## src/rtl/fi_pkg.sv

```systemverilog
package fi_pkg;

    localparam int WORD_W = 32;
    localparam int MSB_IDX = WORD_W - 1;

    typedef logic [WORD_W-1:0] word_t;

    typedef enum logic { STUCK_LO = 1'b0, STUCK_HI = 1'b1 } stuck_e;
    typedef enum logic { TGT_LSB = 1'b0, TGT_MSB = 1'b1 } tgt_bit_e;

    typedef struct packed {
        logic     armed;
        tgt_bit_e sel;
        stuck_e   pol;
    } fault_cfg_t;

    typedef struct packed {
        logic     hit;
        tgt_bit_e sel;
        stuck_e   pol;
    } tap_ctl_t;

    function automatic int bit_index(tgt_bit_e sel);
        return (sel == TGT_MSB) ? MSB_IDX : 0;
    endfunction

    function automatic logic pick_bit(word_t w, tgt_bit_e sel);
        return (sel == TGT_MSB) ? w[MSB_IDX] : w[0];
    endfunction

    function automatic word_t force_bit(word_t w, tgt_bit_e sel, stuck_e pol);
        word_t r;
        r = w;
        if (sel == TGT_MSB) r[MSB_IDX] = logic'(pol);
        else                r[0]       = logic'(pol);
        return r;
    endfunction

    function automatic logic in_window(int a, int lo, int hi);
        return (a >= lo) && (a <= hi);
    endfunction

endpackage

```

## src/rtl/fi_ram.sv

```systemverilog
module fi_ram #(
    parameter int ADDR_W = 6,
    localparam int DEPTH = 1 << ADDR_W
) (
    input  logic                clk,
    input  logic                rst,
    input  logic                wr_en,
    input  logic [ADDR_W-1:0]   wr_addr,
    input  fi_pkg::word_t       wr_data,
    input  logic                rd_en,
    input  logic [ADDR_W-1:0]   rd_addr,
    output fi_pkg::word_t       raw_q
);
    fi_pkg::word_t store [DEPTH];

    always_ff @(posedge clk) begin
        if (wr_en) store[wr_addr] <= wr_data;
    end

    always_ff @(posedge clk) begin
        if (rst)        raw_q <= '0;
        else if (rd_en) raw_q <= store[rd_addr];
    end
endmodule

```

## src/rtl/fi_fault_ctl.sv

```systemverilog
module fi_fault_ctl #(
    parameter int ADDR_W  = 6,
    parameter int USED_LO = 8,
    parameter int USED_HI = 47
) (
    input  logic                clk,
    input  logic                rst,
    input  logic                cfg_set,
    input  logic                cfg_clear,
    input  logic [ADDR_W-1:0]   cfg_addr,
    input  logic                cfg_msb,
    input  logic                cfg_pol,
    output fi_pkg::fault_cfg_t  cfg_q,
    output logic [ADDR_W-1:0]   tgt_addr_q,
    output logic                err_q
);
    logic req_ok;
    assign req_ok = fi_pkg::in_window(int'(cfg_addr), USED_LO, USED_HI);

    always_ff @(posedge clk) begin
        if (rst) begin
            cfg_q      <= '{armed: 1'b0, sel: fi_pkg::TGT_LSB, pol: fi_pkg::STUCK_LO};
            tgt_addr_q <= '0;
            err_q      <= 1'b0;
        end else if (cfg_clear) begin
            cfg_q.armed <= 1'b0;
            err_q       <= 1'b0;
        end else if (cfg_set) begin
            if (req_ok) begin
                cfg_q.armed <= 1'b1;
                cfg_q.sel   <= fi_pkg::tgt_bit_e'(cfg_msb);
                cfg_q.pol   <= fi_pkg::stuck_e'(cfg_pol);
                tgt_addr_q  <= cfg_addr;
            end else begin
                cfg_q.armed <= 1'b0;
                err_q       <= 1'b1;
            end
        end
    end
endmodule

```

## src/rtl/fi_read_tap.sv

```systemverilog
module fi_read_tap #(
    parameter int ADDR_W = 6
) (
    input  logic                clk,
    input  logic                rst,
    input  logic                rd_en,
    input  logic [ADDR_W-1:0]   rd_addr,
    input  fi_pkg::fault_cfg_t  cfg_q,
    input  logic [ADDR_W-1:0]   tgt_addr_q,
    input  fi_pkg::word_t       raw_q,
    output logic                rd_valid,
    output fi_pkg::word_t       rd_data,
    output logic                rd_hit,
    output logic                rd_masked
);
    fi_pkg::tap_ctl_t ctl_q;
    logic             valid_q;

    always_ff @(posedge clk) begin
        if (rst) begin
            valid_q <= 1'b0;
            ctl_q   <= '{hit: 1'b0, sel: fi_pkg::TGT_LSB, pol: fi_pkg::STUCK_LO};
        end else begin
            valid_q <= rd_en;
            if (rd_en) begin
                ctl_q.hit <= cfg_q.armed && (rd_addr == tgt_addr_q);
                ctl_q.sel <= cfg_q.sel;
                ctl_q.pol <= cfg_q.pol;
            end
        end
    end

    always_comb begin
        rd_valid  = valid_q;
        rd_data   = ctl_q.hit ? fi_pkg::force_bit(raw_q, ctl_q.sel, ctl_q.pol) : raw_q;
        rd_hit    = valid_q && ctl_q.hit;
        rd_masked = rd_hit && (fi_pkg::pick_bit(raw_q, ctl_q.sel) == logic'(ctl_q.pol));
    end
endmodule

```

## src/rtl/fi_mem_wrap.sv

```systemverilog
module fi_mem_wrap #(
    parameter int ADDR_W  = 6,
    parameter int USED_LO = 8,
    parameter int USED_HI = 47
) (
    input  logic                clk,
    input  logic                rst,
    input  logic                wr_en,
    input  logic [ADDR_W-1:0]   wr_addr,
    input  logic [31:0]         wr_data,
    input  logic                rd_en,
    input  logic [ADDR_W-1:0]   rd_addr,
    output logic                rd_valid,
    output logic [31:0]         rd_data,
    output logic                rd_hit,
    output logic                rd_masked,
    input  logic                cfg_set,
    input  logic                cfg_clear,
    input  logic [ADDR_W-1:0]   cfg_addr,
    input  logic                cfg_msb,
    input  logic                cfg_pol,
    output logic                fault_active,
    output logic                cfg_err
);
    fi_pkg::word_t      raw_q;
    fi_pkg::fault_cfg_t cfg_q;
    logic [ADDR_W-1:0]  tgt_addr_q;

    fi_ram #(.ADDR_W(ADDR_W)) u_ram (
        .clk(clk), .rst(rst),
        .wr_en(wr_en), .wr_addr(wr_addr), .wr_data(wr_data),
        .rd_en(rd_en), .rd_addr(rd_addr), .raw_q(raw_q)
    );

    fi_fault_ctl #(.ADDR_W(ADDR_W), .USED_LO(USED_LO), .USED_HI(USED_HI)) u_ctl (
        .clk(clk), .rst(rst),
        .cfg_set(cfg_set), .cfg_clear(cfg_clear), .cfg_addr(cfg_addr),
        .cfg_msb(cfg_msb), .cfg_pol(cfg_pol),
        .cfg_q(cfg_q), .tgt_addr_q(tgt_addr_q), .err_q(cfg_err)
    );

    fi_read_tap #(.ADDR_W(ADDR_W)) u_tap (
        .clk(clk), .rst(rst),
        .rd_en(rd_en), .rd_addr(rd_addr),
        .cfg_q(cfg_q), .tgt_addr_q(tgt_addr_q), .raw_q(raw_q),
        .rd_valid(rd_valid), .rd_data(rd_data), .rd_hit(rd_hit), .rd_masked(rd_masked)
    );

    assign fault_active = cfg_q.armed;
endmodule

```

## config.mk

```make
export PLATFORM = sky130hd
export DESIGN_NAME = fi_mem_wrap
export DESIGN_NICKNAME = d
export VERILOG_FILES = /design/src/rtl/fi_pkg.sv /design/src/rtl/fi_ram.sv /design/src/rtl/fi_fault_ctl.sv /design/src/rtl/fi_read_tap.sv /design/src/rtl/fi_mem_wrap.sv
export SDC_FILE = /design/constraint.sdc
export NUM_CORES = 2
export LEC_CHECK = 0
export BUFFER_PORTS_ARGS = -buffer_cell sky130_fd_sc_hd__buf_2
export CAP_MARGIN = 5
export CORE_MARGIN = 1
export CORE_UTILIZATION = 60
export DETAILED_ROUTE_END_ITERATION = 16
export HOLD_SLACK_MARGIN = 0.06
export PLACE_DENSITY_LB_ADDON = 0.12
export SLEW_MARGIN = 20
export SYNTH_ARGS = -nofsm -noshare
export SYNTH_HDL_FRONTEND = slang
export SYNTH_SLANG_ARGS = --single-unit
```

## constraint.sdc

```tcl
create_clock -name clk -period 8.35 [get_ports clk]
set_clock_uncertainty 0.1 [all_clocks]
set_input_delay 2.0875 -clock clk [delete_from_list [all_inputs] [get_ports clk]]
set_output_delay 2.0875 -clock clk [all_outputs]
set_load 0.05 [all_outputs]
```

==> run summary <==
Internal: 17,180 uW
P_sw: 4597 uW
Most used DFF post-synth: edfxtp_1
Site Rows: 133
Syn Nets: 3,825
Yosys reg bits: 2,094
Final hold viol count: 0
Switching portion of total power: 21.11%
Mean area per synthesized cell: 21.35 sq um
CTS Root Cell: clkbuf_16
Clock power share: 41.4%
Die X: 368.2 um
CP Launch Type: input pin
Max-capacitance violation count: 0
Maximum vdd ir drop: 204.3 uV
Worst reg-to-reg setup slack: 5.86 ns
Crit end category: flip-flop
Core ar.: 0.1323 sq mm
Cts hold-fix bufs: 0
Arrival @ worst endpoint: 5.79 ns
Clock Sinks: 2,094
Logic pwr share: 5.0%
Commonest non-fill, non-tap cells in the layout: edfxtp_1 (2,048), mux4_2 (395), mux2i_1 (271)
Area occupied by multi-input gates: 0.01719 sq mm
Tightest Pin Transition: 1.244 ns
Vias per inst: 6.978
Power share of the sequential group: 53.6%
Layout cells sized above 1: 24.82%
All-Layer GR Usage: 31.81%
Antenna Nets Post-Route: 0
Post-cts repair resize count: 0
Register area: 0.06242 sq mm
DRC viols: 0
Starting Density: 60.80%
Num CTS Buffers: 200
Antenna violations before repair: 13
Synth Instances: 3,767
Initial DRT Pass Iterations: 6
Commonest non-fill, non-tap cell in the layout: edfxtp_1
Crit share post-route: 62.14%
Worst hold path depth: 2
Post-DP Area: 0.08330 sq mm
Clock latency on the worst-skew pair: 0.82 ns
RSZ-0062 raised after global routing: no
H-tree levels: 4
DP Wirelength: 113,600 um
Reg-to-Reg Start: u_ram.store[1][28]
Hold crit path type: flip-flop to flip-flop
Wire length per cell: 36.39 um
Hold_sp: u_ctl.cfg_q[0]
Crit path kind: input pin to flip-flop
Area Growth Syn to Fin: 11.80%
Die area: 0.1355 sq mm
FMAX: 0.1927 GHz
Cells on worst reg2reg path: 4
Filler cell count: 8,190
Worst-path fanout max: 41
P_leak: 0.02863 uW
Fin area: 0.08994 sq mm
Yosys cell types: 56
Post-synth EDFFs: 2,048
Largest net degree at the start of global routing: 118
Post-CTS Repair Setup Buffers: 0
Routed wire length: 213,300 um
Max clock buf depth: 3
Vias in the first global route: 41,150
Vias post-DR: 40,900
Post-route setup TNS: 0 ns
Worst rel slew slack: 17.05%
NumNets Final: 3,987
YS warnings: 0
Outcome: complete, no violations
CTS tree: done
Async SR Flop Fraction: 0%
First-pass GRT wire length: 299,300 um
Tmin final: 5.189 ns
Initial DRC Count: 6,287
Seq/Total Area, Yosys: 77.60%
RR Endpoint: u_ram.raw_q[28]
Post-synthesis cell area: 0.08044 sq mm
Worst-path clk slew: 0.06 ns
Max-slew violations: 0
# IOs: 95
Global route total overflow: 0
Hold worst-path end: u_tap.ctl_q[0]
Finish-stage setup viols: 0
Die extent in y: 368.2 um
Power Density: 242.1 mW/mm^2
Critical path required time: 8.95 ns
Placer congestion estimate: 0.8149
IO Port Bufs: 94
## worst max-delay path by stage
| stage | startpoint | endpoint | slack, ns | cells past startpoint |
|---|---|---|---|---|
| global route | rd_addr[2] | u_ram.raw_q[15] | 3.15 | 9 |
| CTS | rd_addr[2] | u_ram.raw_q[15] | 3.31 | 9 |
| floorplan | wr_addr[3] | u_ram.store[48][0] | 2.98 | 4 |
| global placement | rd_addr[1] | u_ram.raw_q[24] | 1.48 | 8 |
| detailed placement | rd_addr[2] | u_ram.raw_q[15] | 2.45 | 9 |
| finish | rd_addr[2] | u_ram.raw_q[15] | 3.16 | 9 |
## synth_stat cells (all sizes together) (36+ instances only)
cell,instances,area (sq um)
a31oi,47,294.0
mux2,48,540.5
a22oi,36,270.3
o221ai,50,437.9
a21oi,64,320.3
nand2,43,161.4
edfxtp,2048,61500
dfxtp,46,920.9
clkbuf,97,365.4
buf,160,1005
mux2i,271,2713
nor2,109,411.7
o21ai,43,215.2
mux4,399,9001
o22ai,63,394.1
## state kept, by name, indices dropped and copies added (netlist names)
| name | count |
|---|---|
| u_ctl.err_q | 1 |
| u_tap.ctl_q | 3 |
| u_ctl.cfg_q | 3 |
| u_ram.store | 2048 |
| u_ram.raw_q | 32 |
| u_ctl.tgt_addr_q | 6 |
| u_tap.rd_valid | 1 |
## through the flow
step	worst slack, ns	power (uW)	utilization (%)	hold WS [ns]	instances
after floorplan	2.977	12520	-	0.3508	3767
after global placement	1.482	12940	62.91	0.3908	5475
after detailed placement	2.448	12980	62.96	0.3983	5479
after CTS	3.308	21830	67.90	0.4120	5854
after global routing	3.153	22290	67.97	0.4296	5857
final	3.161	21770	67.98	0.4049	5861
## power by group through the flow
stage	combinational [uW]	sequential, uW	clock (uW)
after CTS	1090	11700	9080
after floorplan	658	11900	0
after detailed placement	1080	11900	0
after global placement	1050	11900	0
after global routing	1150	11700	9470
final	1100	11700	9010
## kinds of logic (layout without fill, tap and decap cells)
family                 count (synthesis)  after routing  synth area share, %
flip-flops                          2094           2094                77.60
multiplexers                         718            718                15.23
AO/OA/AOI/OAI                        434            434                3.875
buffers and inverters                261            596                1.722
AND/OR/NAND/NOR                      253            253                1.496
XOR/XNOR                               7              7              0.07622
other                                  0              4                    0
## critical path, stage by stage
cell	delay, ns
buf_8	0.28
buf_4	0.71
buf_4	0.54
and2_1	1.03
a22oi_1	0.24
a21oi_1	0.27
a2111oi_2	0.07
buf_2	0.21
a221o_1	0.26
## final cells by class
cell class	instances	share of cell area [%]
sequential	2094	69.41
multi-input combinational	1412	19.11
clock buffer	264	6.087
tap	1755	2.442
timing repair buffer	217	1.757
clock inverter	111	1.169
inverter	4	0.01669
antenna	4	0.01113
## per-layer routing
metal / GRT usage [%] / wire length (um) / vias to the layer above
li1: - / - / 16200
met1: 46.36 / 81980 / 21560
met2: 48.51 / 99960 / 2739
met3: 6.672 / 24110 / 388
met4: 11.07 / 7234 / 6
met5: 0 / 29 / -
Power figures use the tool's default switching activity.
